===== src/rtl/clkctl_pkg.sv =====
package clkctl_pkg;

  typedef struct packed {
    logic mobile;
    logic sel_24;
  } strap_mode_t;

  // a stop request counts only in mobile mode and only while the pin is low
  function automatic logic halted(input logic mobile, input logic sync_n);
    return mobile & ~sync_n;
  endfunction

  // a gated lane runs once straps are valid and it is not halted
  function automatic logic lane_on(input logic valid, input logic mobile,
                                   input logic sync_n);
    return valid & ~halted(mobile, sync_n);
  endfunction

endpackage


===== src/rtl/bit_sync.sv =====
module bit_sync #(
  parameter int W       = 2,
  parameter int STAGES  = 2,
  parameter bit RST_VAL = 1'b1
) (
  input  logic         clk,
  input  logic         rst_n,
  input  logic [W-1:0] d_i,
  output logic [W-1:0] q_o
);
  localparam int LAST = STAGES - 1;

  for (genvar b = 0; b < W; b++) begin : g_bit
    logic [STAGES-1:0] chain;
    always_ff @(posedge clk or negedge rst_n) begin
      if (!rst_n) chain <= {STAGES{RST_VAL}};
      else        chain <= {chain[STAGES-2:0], d_i[b]};
    end
    assign q_o[b] = chain[LAST];
  end
endmodule


===== src/rtl/strap_capture.sv =====
module strap_capture
  import clkctl_pkg::*;
#(
  parameter int FSEL_W = 5,
  parameter int STAGES = 2
) (
  input  logic              clk,
  input  logic              rst_n,
  input  logic              pg_pin_i,
  input  logic [FSEL_W-1:0] fsel_pin_i,
  input  logic              mode_pin_i,
  input  logic              sel_pin_i,
  output logic [FSEL_W-1:0] fsel_q_o,
  output strap_mode_t       mode_q_o,
  output logic              valid_o
);
  logic pg_sync;
  logic load_en;
  logic capture_ev;

  bit_sync #(.W(1), .STAGES(STAGES), .RST_VAL(1'b0)) u_pg_sync (
    .clk   (clk),
    .rst_n (rst_n),
    .d_i   (pg_pin_i),
    .q_o   (pg_sync)
  );

  // named events for the checks
  assign load_en    = ~valid_o & ~pg_sync;
  assign capture_ev = ~valid_o &  pg_sync;

  always_ff @(posedge clk or negedge rst_n) begin
    if (!rst_n) begin
      valid_o  <= 1'b0;
      fsel_q_o <= '0;
      mode_q_o <= '0;
    end else if (capture_ev) begin
      valid_o <= 1'b1;
    end else if (load_en) begin
      fsel_q_o        <= fsel_pin_i;
      mode_q_o.mobile <= mode_pin_i;
      mode_q_o.sel_24 <= sel_pin_i;
    end
  end

  // once valid, it stays valid for the power cycle
  p_valid_sticky_r3: assert property (@(posedge clk) disable iff (!rst_n)
    $past(valid_o) |-> valid_o);

  // latched straps never move after capture
  p_straps_hold_r3: assert property (@(posedge clk) disable iff (!rst_n)
    $past(valid_o) |-> ($stable(fsel_q_o) && $stable(mode_q_o)));

  // capture only follows a synchronized high strobe
  p_capture_after_strobe_r2: assert property (@(posedge clk) disable iff (!rst_n)
    $rose(valid_o) |-> $past(pg_sync));
endmodule


===== src/rtl/enable_gate.sv =====
module enable_gate
  import clkctl_pkg::*;
#(
  parameter int N_CPU  = 2,
  parameter int N_PCI  = 7,
  parameter int N_PCIF = 3
) (
  input  logic              clk,
  input  logic              rst_n,
  input  logic              valid_i,
  input  logic              mobile_i,
  input  logic              cpu_sync_n_i,
  input  logic              pci_sync_n_i,
  input  logic              pd_i,
  output logic [N_CPU-1:0]  cpu_en_o,
  output logic [N_PCI-1:0]  pci_en_o,
  output logic [N_PCIF-1:0] pcif_en_o,
  output logic              dbg_en_o
);
  logic [N_CPU-1:0]  cpu_q;
  logic [N_PCI-1:0]  pci_q;
  logic [N_PCIF-1:0] pcif_q;
  logic              dbg_q;
  logic              cpu_run, pci_run;

  assign cpu_run = lane_on(valid_i, mobile_i, cpu_sync_n_i);
  assign pci_run = lane_on(valid_i, mobile_i, pci_sync_n_i);

  always_ff @(posedge clk or negedge rst_n) begin
    if (!rst_n) begin
      cpu_q  <= '0;
      pci_q  <= '0;
      pcif_q <= '0;
      dbg_q  <= 1'b0;
    end else begin
      cpu_q  <= {N_CPU{cpu_run}};
      pci_q  <= {N_PCI{pci_run}};
      pcif_q <= {N_PCIF{valid_i}};
      dbg_q  <= valid_i & ~mobile_i;
    end
  end

  // power-down masks the registered enables asynchronously
  assign cpu_en_o  = cpu_q  & {N_CPU{~pd_i}};
  assign pci_en_o  = pci_q  & {N_PCI{~pd_i}};
  assign pcif_en_o = pcif_q & {N_PCIF{~pd_i}};
  assign dbg_en_o  = dbg_q  & ~pd_i;

  // desktop mode ignores both stop pins
  p_desktop_ignore_r6: assert property (@(posedge clk) disable iff (!rst_n)
    (valid_i && !mobile_i && $past(valid_i)) |-> ((&cpu_q) && (&pci_q)));

  // the free-running group follows only strap validity
  p_free_runs_r7: assert property (@(posedge clk) disable iff (!rst_n)
    $past(valid_i) |-> (&pcif_q));

  // a synchronized CPU stop clears the CPU group one edge later
  p_cpu_stop_r8: assert property (@(posedge clk) disable iff (!rst_n)
    $past(valid_i && mobile_i && !cpu_sync_n_i) |-> (cpu_q == '0));

  // a synchronized PCI stop clears the stoppable PCI group one edge later
  p_pci_stop_r7: assert property (@(posedge clk) disable iff (!rst_n)
    $past(valid_i && mobile_i && !pci_sync_n_i) |-> (pci_q == '0));
endmodule


===== src/rtl/clkgen_strap_ctl.sv =====
module clkgen_strap_ctl
  import clkctl_pkg::*;
#(
  parameter int FSEL_W = 5,
  parameter int N_CPU  = 2,
  parameter int N_PCI  = 7,
  parameter int N_PCIF = 3,
  parameter int STAGES = 2
) (
  input  logic              clk,
  input  logic              rst_n,
  input  logic              pwrgd_pd_i,
  input  logic [FSEL_W-1:0] fsel_strap_i,
  input  logic              mode_strap_i,
  input  logic              sel24_strap_i,
  input  logic              cpu_halt_n_i,
  input  logic              pci_halt_n_i,
  output logic [FSEL_W-1:0] fsel_o,
  output logic              mobile_o,
  output logic              sel24_o,
  output logic              straps_valid_o,
  output logic [N_CPU-1:0]  cpu_en_o,
  output logic [N_PCI-1:0]  pci_en_o,
  output logic [N_PCIF-1:0] pci_free_en_o,
  output logic              dbg_pair_en_o,
  output logic [1:0]        shared_pin_oe_o,
  output logic              pd_o
);
  localparam int N_STOP = 2;

  strap_mode_t       mode_q;
  logic              valid;
  logic [N_STOP-1:0] halt_sync_n;

  strap_capture #(.FSEL_W(FSEL_W), .STAGES(STAGES)) u_straps (
    .clk        (clk),
    .rst_n      (rst_n),
    .pg_pin_i   (pwrgd_pd_i),
    .fsel_pin_i (fsel_strap_i),
    .mode_pin_i (mode_strap_i),
    .sel_pin_i  (sel24_strap_i),
    .fsel_q_o   (fsel_o),
    .mode_q_o   (mode_q),
    .valid_o    (valid)
  );

  bit_sync #(.W(N_STOP), .STAGES(STAGES), .RST_VAL(1'b1)) u_halt_sync (
    .clk   (clk),
    .rst_n (rst_n),
    .d_i   ({pci_halt_n_i, cpu_halt_n_i}),
    .q_o   (halt_sync_n)
  );

  // after capture the strobe pin is an asynchronous power-down request
  assign pd_o = valid & ~pwrgd_pd_i;

  enable_gate #(.N_CPU(N_CPU), .N_PCI(N_PCI), .N_PCIF(N_PCIF)) u_gate (
    .clk          (clk),
    .rst_n        (rst_n),
    .valid_i      (valid),
    .mobile_i     (mode_q.mobile),
    .cpu_sync_n_i (halt_sync_n[0]),
    .pci_sync_n_i (halt_sync_n[1]),
    .pd_i         (pd_o),
    .cpu_en_o     (cpu_en_o),
    .pci_en_o     (pci_en_o),
    .pcif_en_o    (pci_free_en_o),
    .dbg_en_o     (dbg_pair_en_o)
  );

  assign mobile_o        = mode_q.mobile;
  assign sel24_o         = mode_q.sel_24;
  assign straps_valid_o  = valid;
  assign shared_pin_oe_o = {2{valid & ~mode_q.mobile}};

  // power-down leaves no enable active
  p_pd_clears_r4: assert property (@(posedge clk) disable iff (!rst_n)
    pd_o |-> ((cpu_en_o == '0) && (pci_en_o == '0) &&
              (pci_free_en_o == '0) && !dbg_pair_en_o));

  // shared pins never drive in mobile mode
  p_mobile_pins_in_r5: assert property (@(posedge clk) disable iff (!rst_n)
    (valid && mode_q.mobile) |-> (shared_pin_oe_o == 2'b00 && !dbg_pair_en_o));

  // nothing is enabled before straps are captured
  p_idle_before_capture_r1: assert property (@(posedge clk) disable iff (!rst_n)
    !valid |-> (!pd_o && (cpu_en_o == '0) && (pci_en_o == '0) &&
                (pci_free_en_o == '0)));
endmodule


===== config.mk =====
export PLATFORM = sky130hd
export DESIGN_NAME = clkgen_strap_ctl
export DESIGN_NICKNAME = d
export VERILOG_FILES = /design/src/rtl/clkctl_pkg.sv /design/src/rtl/bit_sync.sv /design/src/rtl/strap_capture.sv /design/src/rtl/enable_gate.sv /design/src/rtl/clkgen_strap_ctl.sv
export SDC_FILE = /design/constraint.sdc
export NUM_CORES = 1
export LEC_CHECK = 0
export CORE_MARGIN = 1
export CORE_UTILIZATION = 31
export CTS_CLUSTER_SIZE = 10
export DETAILED_ROUTE_END_ITERATION = 8
export HOLD_SLACK_MARGIN = 0.06
export PLACE_DENSITY_LB_ADDON = 0.25
export SETUP_SLACK_MARGIN = 0.5
export SYNTH_ARGS = -nofsm -noshare
export SYNTH_HDL_FRONTEND = slang
export SYNTH_SLANG_ARGS = --single-unit

===== constraint.sdc =====
create_clock -name clk -period 1 [get_ports clk]
set_input_delay 0.2 -clock clk [delete_from_list [all_inputs] [get_ports clk]]
set_output_delay 0.2 -clock clk [all_outputs]
set_load 0.005 [all_outputs]

==> flow_summary_export.csv, run 1 <==
group,metric,value,unit
logic_synthesis,ys_ff_latch,18,
power_and_ir_drop,switchingPower,0.356,mW
detailed_routing,dr_wl_met3,97,um
die,core-area,0.00202,mm^2
final_layout,fin_nets,110,
cts,htree_levels,1,
sta,relSlewSlack,0.906,
logic_synthesis,synth_top_family_by_area,"buffers and inverters",
power_and_ir_drop,p_sw_frac,0.217,
die,initial_utilization,0.340,
critical_path,cp-end-kind,"output port",
power_and_ir_drop,leakagePower,0.601,nW
cts,cts_tree,"done",
logic_synthesis,yosysWarnings,0,
sta,min_period,1350,ps
place,gp_congestion,0.614,
critical_path,timing.rr.end,"u_straps.fsel_q_o[2]",
hold_path,min_from,"pwrgd_pd_i",
power_and_ir_drop,intPower,1.28,mW
sta,finalSetupTns,-8110,ps
final_layout,drive_above_1_share,0.722,
sta,finalMaxSlewViolations,0,
detailed_routing,routed.top_layer,"met3",
detailed_routing,vias_per_cell,4.09,
logic_synthesis,yosysMostFrequentCell,"dfrtp_1",
sta,period_share,1.35,
logic_synthesis,synth_top_cells_by_area,"dfrtp_1 (51%), dfstp_2 (15%), mux2_2 (11%)",
detailed_routing,route.detailed.wl_per_inst,10.6,um
critical_path,arrival,1150,ps
global_routing,grt_overflow,0,
logic_synthesis,synth-compound-area-share,0.0218,
logic_synthesis,synth_adder_area_share,0,
die,die_h,49.1,um
cts,cts-root-buf,"clkbuf_4",
critical_path,critPathMaxFanout,6,
critical_path,start_kind,"register",
logic_synthesis,yosys-mux-area-fraction,0.115,
detailed_routing,m1WireLength,498,um
cts,clockBufferDepth,2,
sta,fmax,738,MHz
outcome,status,"finished, violations left",
hold_path,hold_depth,1,
power_and_ir_drop,comb_power_share,0.235,
logic_synthesis,synth_nets,60,
power_and_ir_drop,irDropWorstVdd,0.000867,V
power_and_ir_drop,p_clk_frac,0.263,
global_routing,antenna_found_initial,0,
hold_path,min_path_type,"in2reg",
final_layout,multi_input_area,201,um^2
hold_path,min_to,"u_straps.u_pg_sync.g_bit[0].chain[0]",
logic_synthesis,post_synth_and_or_nand_nor_area_fraction,0.0709,
detailed_routing,ant_nets,0,
detailed_routing,drt_iter0_markers,1,
global_routing,grt_usage,0.122,
logic_synthesis,synth_ff_type,"dfrtp_1",
sta,report.final.hold_viol_count,0,
die,dieArea,0.00241,mm^2
place,place_hpwl,857,um
global_routing,grt_pass1_vias,488,
critical_path,ff2ff_setup_slack,-320,ps
logic_synthesis,synth_common_cells,"dfrtp_1 (14), buf_4 (10), mux2_2 (7)",
final_layout,area_growth_syn_to_layout,77.6,%
critical_path,regToRegStartpoint,"u_straps.valid_o",
die,die_w,49.1,um
logic_synthesis,synth_area_per_cell,14.3,um^2
cts,cts_inserted_buffers,3,
sta,fin_ws,-354,ps
cts,clock-sinks,18,
logic_synthesis,synth_largest_area_cell,"dfrtp_1",
sta,worst_slew_pin_slew,141,ps
power_and_ir_drop,pwr-share-seq,0.502,
final_layout,stdcell_area,0.00122,mm^2
final_layout,register_area,457,um^2
logic_synthesis,synth_cell_types,10,
detailed_routing,firstDrtPassIters,3,
global_routing,grt_pass1_wl,2200,um
outcome,violations,"negative setup slack",
logic_synthesis,synth_edf_count,0,
logic_synthesis,synth_area,688,um^2
sta,rsz0062_at_grt,"yes",
job,maxCapViolCount,0,
sta,clock_skew,1.09,ps
logic_synthesis,synth_top_cell_area_share,0.509,
place,portBuffers,35,
final_layout,antennaDiodeCount,0,
logic_synthesis,synth_xor_area_frac,0,
detailed_routing,routed_wl,1320,um
power_and_ir_drop,powerDensity,1340,mW/mm^2
cts,clk_pin_slew_worst_paths,100,ps
detailed_routing,vias,507,
logic_synthesis,async_flop_share,1.00,
die,rows,16,
global_routing,grt_max_degree,12,
logic_synthesis,seq_area_frac_synth,0.662,
detailed_routing,wl_met2,718,um
detailed_routing,drc_errors,0,
critical_path,crit_type,"reg2out",
die,pin_count,36,
critical_path,worstPathRequired,800,ps
sta,setup_viol,30,
logic_synthesis,syn_inst,48,
final_layout,fill_cells,172,
place,placed_cell_area,0.00104,mm^2
critical_path,reg2regPathDepth,5,
cts,insertion_delay,280,ps
-- critical path, stage by stage, from the launching register on --
cell and delay [ps]:
dfrtp_2 440, nand2b_4 80, and2_4 140, buf_6 100, buf_2 100
-- sequential cells by signal, summed over array words and instances, names as in the netlist --
signal                          cells
u_straps.fsel_q_o                   5
u_gate.pcif_q                       1
u_gate.pci_q                        1
u_straps.u_pg_sync.g_bit.chain      2
u_gate.cpu_q                        1
u_gate.dbg_q                        1
u_straps.valid_o                    1
u_halt_sync.g_bit.chain             4
u_straps.mode_q_o                   2
-- per-layer routing --
metal | up-vias | track usage
li1 | 238 | -
met1 | 243 | 0.135
met2 | 26 | 0.224
met3 | 0 | 0.0280
met4 | 0 | 0.0441
met5 | - | 0
-- how the worst max path moves through the flow --
stage                     start              endpoint  slack, ps
2_1_floorplan  u_straps.valid_o  u_straps.fsel_q_o[0]        -70
3_3_place_gp         pwrgd_pd_i           pci_en_o[0]       -740
3_5_place_dp         pwrgd_pd_i           pci_en_o[1]       -770
4_1_cts        u_straps.valid_o           pci_en_o[1]       -370
5_1_grt        u_straps.valid_o           pci_en_o[4]       -410
6_report       u_straps.valid_o           pci_en_o[3]       -350
-- logic make-up after synthesis --
group / after synthesis
mux: 7
buf+inv: 14
compound gates: 2
flops: 18
simple gates: 7
-- cells in the final DEF, fill, tap and decap left out, drive strengths merged --
cell           synthesis  layout
buf                   10      44
dfrtp                 14      14
clkdlybuf4s50          0      10
mux2                   7       7
and2                   4       4
dfstp                  4       4
inv                    4       4
clkbuf                 0       4
a21boi                 2       2
nand2b                 1       1
nor2                   1       1
nor2b                  1       1
dlygate4sd2            0       1
-- stage by stage --
stage / worst slack, ps / power [mW] / std cells / hold slack (ps) / util
after CTS: -366 / 1.62 / 115 / 163 / 0.554
after global routing: -411 / 1.73 / 124 / 153 / 0.605
after floorplan: -73.7 / 0.957 / 48 / -95.6 / -
after detailed placement: -771 / 1.17 / 104 / 349 / 0.512
after global placement: -740 / 1.16 / 104 / 341 / 0.512
final: -354 / 1.64 / 124 / 168 / 0.605
-- area by class of cell --
| type | instances | area share |
|---|---|---|
| Timing Repair Buffer | 55 | 0.392 |
| Tap cell | 27 | 0.0276 |
| Multi-Input combinational cell | 16 | 0.165 |
| Clock buffer | 4 | 0.0297 |
| Inverter | 4 | 0.0123 |
| Sequential cell | 18 | 0.374 |
-- repair_timing --
action / 4_1_cts / 5_1_grt
buffers inserted: 7 / 9
resized for setup: 121 / 7
hold buffers: 0 / 0
pin swaps: 5 / 1
hold endpoints to repair: 0 / 0
endpoints found under the setup margin: 38 / 38
-- power by group through the flow --
stage                     sequential [mW]  combinational, mW  clock [mW]
after floorplan                     0.838              0.119           0
after global placement              0.832              0.331           0
after detailed placement            0.836              0.336           0
after CTS                           0.824              0.343       0.452
after global routing                0.829              0.417       0.487
final                               0.823              0.385       0.430
No activity file was read; power rests on OpenSTA's default activity.
==> inputs of run 2 (changes only) <==
==> constraint.sdc (replaced) <==
create_clock -name clk -period 1.6 [get_ports clk]
set_input_delay 0.32 -clock clk [delete_from_list [all_inputs] [get_ports clk]]
set_output_delay 0.32 -clock clk [all_outputs]
set_load 0.005 [all_outputs]
==> run 2 against run 1 <==
The run now ends clean. Global-route usage shrank 0.11 points. Register-to-register slack improved by 460 ps. Combinational power shrank 41%. Clock power is 48% lower. Via count shrank 5.1%. Worst hold slack gained 120 ps. Wire length shrank 1.7%. Die area stayed put. Clock skew is essentially flat.
==> flow_summary_export.csv, run 2 (synthesis results as in run 1) <==
group,metric,value,unit
cts,clockBufferDepth,2,
critical_path,startpoint,"u_straps.valid_o",
detailed_routing,route.detailed.wl_per_inst,11.1,um
cts,cts_tree,"done",
sta,finalMaxSlewViolations,0,
final_layout,final_common_cell,"buf_6",
global_routing,grt_usage,0.121,
final_layout,area_growth_syn_to_layout,69.1,%
final_layout,drive_above_1_share,0.678,
final_layout,fin_util,0.575,
critical_path,reg2regPathDepth,6,
sta,setup_viol,0,
job,maxCapViolCount,0,
die,initial_utilization,0.340,
power_and_ir_drop,irDropWorstVdd,0.000519,V
power_and_ir_drop,switchingPower,0.217,mW
critical_path,arrival,1190,ps
critical_path,cp-end-kind,"output port",
global_routing,antenna_found_initial,0,
global_routing,grt_overflow,0,
final_layout,antennaDiodeCount,0,
global_routing,grt_max_degree,19,
power_and_ir_drop,comb_power_share,0.234,
critical_path,endpoint,"pci_en_o[1]",
critical_path,critPathMaxFanout,5,
sta,clock_skew,0.761,ps
sta,report.final.hold_viol_count,0,
die,dieArea,0.00241,mm^2
cts,cts_hold_buf,0,
power_and_ir_drop,p_sw_frac,0.224,
detailed_routing,vias_per_cell,4.11,
sta,period_share,0.943,
cts,clk_pin_slew_worst_paths,90,ps
sta,rsz0062_at_grt,"yes",
critical_path,worstPathRequired,1280,ps
place,placed_cell_area,0.00103,mm^2
detailed_routing,ant_nets,0,
sta,finalSetupTns,0,ps
place,dp.cells,102,
global_routing,grt_pass1_wl,2140,um
sta,relSlewSlack,0.854,
final_layout,fin_cells,117,
power_and_ir_drop,leakagePower,0.561,nW
power_and_ir_drop,powerDensity,833,mW/mm^2
detailed_routing,routed_wl,1290,um
power_and_ir_drop,p_clk_frac,0.233,
cts,cts_inserted_buffers,3,
sta,worst_slew_pin_slew,219,ps
cts,clock-sinks,18,
sta,fmax,663,MHz
cts,insertion_delay,280,ps
die,rows,16,
detailed_routing,vias,481,
sta,min_period,1510,ps
cts,cts-root-buf,"clkbuf_4",
final_layout,fin_nets,103,
detailed_routing,firstDrtPassIters,1,
critical_path,ff2ff_setup_slack,140,ps
die,pin_count,36,
critical_path,timing.rr.end,"u_straps.fsel_q_o[4]",
detailed_routing,drt_iter0_markers,0,
final_layout,largest_reg_flops,5,
critical_path,crit_type,"reg2out",
critical_path,regToRegStartpoint,"u_straps.valid_o",
die,die_h,49.1,um
final_layout,stdcell_area,0.00116,mm^2
critical_path,start_kind,"register",
place,post-place-ws,-341,ps
power_and_ir_drop,pwr-share-seq,0.534,
place,place_hpwl,866,um
sta,fin_ws,92.0,ps
hold_path,min_path_type,"in2reg",
power_and_ir_drop,intPower,0.752,mW
final_layout,final_cell_mix,"buf_6 (18), buf_2 (12), dfrtp_1 (12)",
final_layout,largest-register,"u_straps.fsel_q_o",
outcome,status,"finished clean",
cts,htree_levels,1,
final_layout,reg_top3,"u_straps.fsel_q_o: 5 flops, u_halt_sync.g_bit.chain: 4 flops",
die,die_w,49.1,um
die,core-area,0.00202,mm^2
detailed_routing,drc_errors,0,
global_routing,grt_pass1_vias,482,
place,portBuffers,35,
place,gp_congestion,0.583,
[run 2: cell types whose count changed in the layout (fill, tap and decap cells not counted), moves of 2 or more]
cell      delta
buf_2        -4
buf_4        -3
a21boi_0     +2
a21boi_2     -2
[run 2: repair_timing]
action / CTS / global route
endpoints found under the setup margin: 31 / 32
setup buffers: 8 / 3
pin swaps: 1 / 4
gates resized for setup: 114 / 10
[run 2: power groups by stage]
stage | Combinational, mW | Clock, mW | Sequential (mW)
after detailed placement | 0.203 | 0 | 0.525
after global placement | 0.199 | 0 | 0.522
after global routing | 0.245 | 0.256 | 0.521
after CTS | 0.210 | 0.238 | 0.517
final | 0.227 | 0.225 | 0.517
after floorplan | 0.0756 | 0 | 0.524
[run 2: layer usage]
metal | wire [um] | global-route usage
met5 | 0 | 0
met4 | 9 | 0.0735
met3 | 82 | 0.0374
met2 | 686 | 0.203
met1 | 514 | 0.131
[run 2: final cells by class]
| class | instances | area, um^2 |
|---|---|---|
| fill | 181 | 858 |
| sequential | 18 | 458 |
| tap | 27 | 33.8 |
| clock buffer | 4 | 26.3 |
| multi-input combinational | 16 | 194 |
| inverter | 4 | 15.0 |
| timing repair buffer | 48 | 437 |
[run 2: worst max-delay path: stages (launching register included)]
cell and delay (ps):
dfrtp_2 460, nand2b_4 100, and2_4 170, buf_6 100, buf_6 80
[run 2: through the flow]
step	power, mW	hold WS (ps)
5_1_grt	1.02	260
3_3_place_gp	0.721	338
2_1_floorplan	0.599	24.4
6_report	0.969	290
3_5_place_dp	0.729	342
4_1_cts	0.965	274
[run 2: worst min-delay path by stage]
stage                                                     from                              endpoint  slack [ps]  depth (start not counted)
after global placement    u_straps.u_pg_sync.g_bit[0].chain[0]  u_straps.u_pg_sync.g_bit[0].chain[1]         340                          0
after global routing                                pwrgd_pd_i  u_straps.u_pg_sync.g_bit[0].chain[0]         260                          1
after floorplan                                          rst_n                       u_gate.cpu_q[0]          20                          0
final                                               pwrgd_pd_i  u_straps.u_pg_sync.g_bit[0].chain[0]         290                          1
after CTS                                           pwrgd_pd_i  u_straps.u_pg_sync.g_bit[0].chain[0]         270                          1
after detailed placement  u_straps.u_pg_sync.g_bit[0].chain[0]  u_straps.u_pg_sync.g_bit[0].chain[1]         340                          0
==> inputs of run 3 (changes only) <==
--- a/config.mk
+++ b/config.mk
@@ -5,6 +5,8 @@
 export SDC_FILE = /design/constraint.sdc
 export NUM_CORES = 1
 export LEC_CHECK = 0
+export CELL_PAD_IN_SITES_DETAIL_PLACEMENT = 0
+export CELL_PAD_IN_SITES_GLOBAL_PLACEMENT = 1
 export CORE_MARGIN = 1
 export CORE_UTILIZATION = 31
 export CTS_CLUSTER_SIZE = 10
==> run 3 against run 2 <==
Worst hold slack worse by 3.2 ps. Clock-buffer cell count stayed put. Fmax is 0.12% lower. Register-to-register slack better by 100 ps. Sequential share of layout area up 0.78 points. Worst setup slack lost 1.8 ps. Design area decreased by 1.9%. Wire length is 9.0% lower. Die area unchanged. Critical endpoint is now pci_free_en_o[0]. Largest power group unchanged.
==> flow_summary_export.csv, run 3 (synthesis results as in run 1) <==
group,metric,value,unit
sta,report.final.hold_viol_count,0,
cts,insertion_delay,290,ps
critical_path,ff2ff_setup_slack,240,ps
sta,finalMaxSlewViolations,0,
outcome,status,"finished clean",
place,dp.cells,102,
final_layout,fin_util,0.564,
job,maxCapViolCount,0,
cts,cts_tree,"done",
sta,finalSetupTns,0,ps
sta,period_share,0.944,
final_layout,final_common_cell,"buf_2",
cts,clockBufferDepth,2,
power_and_ir_drop,leakagePower,0.547,nW
final_layout,area_growth_syn_to_layout,65.8,%
global_routing,grt_usage,0.114,
global_routing,grt_pass1_wl,2120,um
die,dieArea,0.00241,mm^2
critical_path,start_kind,"register",
cts,htree_levels,1,
critical_path,endpoint,"pci_free_en_o[0]",
detailed_routing,firstDrtPassIters,1,
critical_path,worstPathRequired,1280,ps
sta,setup_viol,0,
final_layout,final_cell_mix,"buf_2 (15), dfrtp_1 (12), clkdlybuf4s50_1 (10)",
die,die_w,49.1,um
final_layout,fin_cells,119,
critical_path,startpoint,"u_straps.valid_o",
critical_path,critPathMaxFanout,5,
place,place_hpwl,785,um
sta,rsz0062_at_grt,"yes",
cts,cts-root-buf,"clkbuf_4",
sta,relSlewSlack,0.854,
final_layout,fin_nets,105,
place,portBuffers,35,
critical_path,cp-end-kind,"output port",
die,die_h,49.1,um
sta,timing.hold.ws,286,ps
final_layout,drive_above_1_share,0.652,
place,gp_congestion,0.683,
cts,cts_hold_buf,0,
critical_path,reg2regPathDepth,5,
die,initial_utilization,0.340,
place,post-place-ws,-349,ps
cts,cts_inserted_buffers,3,
final_layout,reg_top3,"u_straps.fsel_q_o: 5 flops, u_halt_sync.g_bit.chain: 4 flops",
global_routing,grt_pass1_vias,478,
global_routing,grt_max_degree,19,
die,rows,16,
final_layout,largest-register,"u_straps.fsel_q_o",
power_and_ir_drop,irDropWorstVdd,0.000564,V
cts,clk_pin_slew_worst_paths,100,ps
global_routing,grt_overflow,0,
sta,min_period,1510,ps
critical_path,regToRegStartpoint,"u_straps.valid_o",
cts,clock-sinks,18,
sta,clock_skew,1.70,ps
detailed_routing,routed_wl,1180,um
sta,fmax,662,MHz
final_layout,multi_input_area,178,um^2
detailed_routing,vias,472,
detailed_routing,vias_per_cell,3.97,
final_layout,antennaDiodeCount,0,
detailed_routing,route.detailed.wl_per_inst,9.89,um
global_routing,antenna_found_initial,0,
power_and_ir_drop,powerDensity,882,mW/mm^2
final_layout,largest_reg_flops,5,
detailed_routing,drt_iter0_markers,0,
final_layout,register_area,458,um^2
detailed_routing,drc_errors,0,
critical_path,timing.rr.end,"u_straps.mode_q_o[1]",
sta,fin_ws,90.2,ps
final_layout,fill_cells,178,
detailed_routing,ant_nets,0,
die,pin_count,36,
critical_path,crit_type,"reg2out",
die,core-area,0.00202,mm^2
critical_path,arrival,1190,ps
sta,worst_slew_pin_slew,219,ps
hold_path,min_path_type,"in2reg",
## run 3: how the worst min path moves through the flow
stage	endpoint	from	depth (start not counted)	slack, ps
finish	u_straps.u_pg_sync.g_bit[0].chain[0]	pwrgd_pd_i	1	290
floorplan	u_gate.cpu_q[0]	rst_n	0	20
detailed placement	u_straps.u_pg_sync.g_bit[0].chain[1]	u_straps.u_pg_sync.g_bit[0].chain[0]	0	340
global placement	u_straps.u_pg_sync.g_bit[0].chain[1]	u_straps.u_pg_sync.g_bit[0].chain[0]	0	340
global route	u_straps.u_pg_sync.g_bit[0].chain[0]	pwrgd_pd_i	1	270
CTS	u_straps.u_pg_sync.g_bit[0].chain[0]	pwrgd_pd_i	1	280
## run 3: critical path, stage by stage, from the launching register on
cell and delay, ps:
dfrtp_2 450, nand2b_4 90, and2_4 160, clkdlybuf4s15_2 200
## run 3: final cells by class
type	instances	area share
clock buffers	4	0.0318
inverters	4	0.0132
repair buffers	50	0.368
well taps	27	0.0296
flip-flops and latches	18	0.401
multi-input cells	16	0.156
## run 3: what timing repair did
action                     CTS  global route
pin swaps                    2             2
gates resized for setup    100             3
setup buffers                9             4
setup endpoints to repair   31            32
hold endpoints to repair     0             0
## run 3: power breakdown
part | switching [mW] | internal (mW) | total, mW | leakage (nW)
registers | 0.0172 | 0.498 | 0.515 | 0.195
clock network | 0.135 | 0.139 | 0.273 | 0.0210
logic | 0.0677 | 0.151 | 0.218 | 0.331
## run 3: per-layer routing
| layer | track usage | part of all wire |
|---|---|---|
| met1 | 0.134 | 0.41 |
| met3 | 0.0280 | 0.10 |
| met4 | 0.0441 | 0.014 |
| met2 | 0.196 | 0.48 |
| met5 | 0 | 0 |
## run 3: through the flow
step / area [um^2] / power [mW]
2_1_floorplan: 704 / 0.599
3_3_place_gp: 1030 / 0.721
3_5_place_dp: 1030 / 0.726
4_1_cts: 1110 / 0.997
5_1_grt: 1140 / 1.06
6_report: 1140 / 1.01
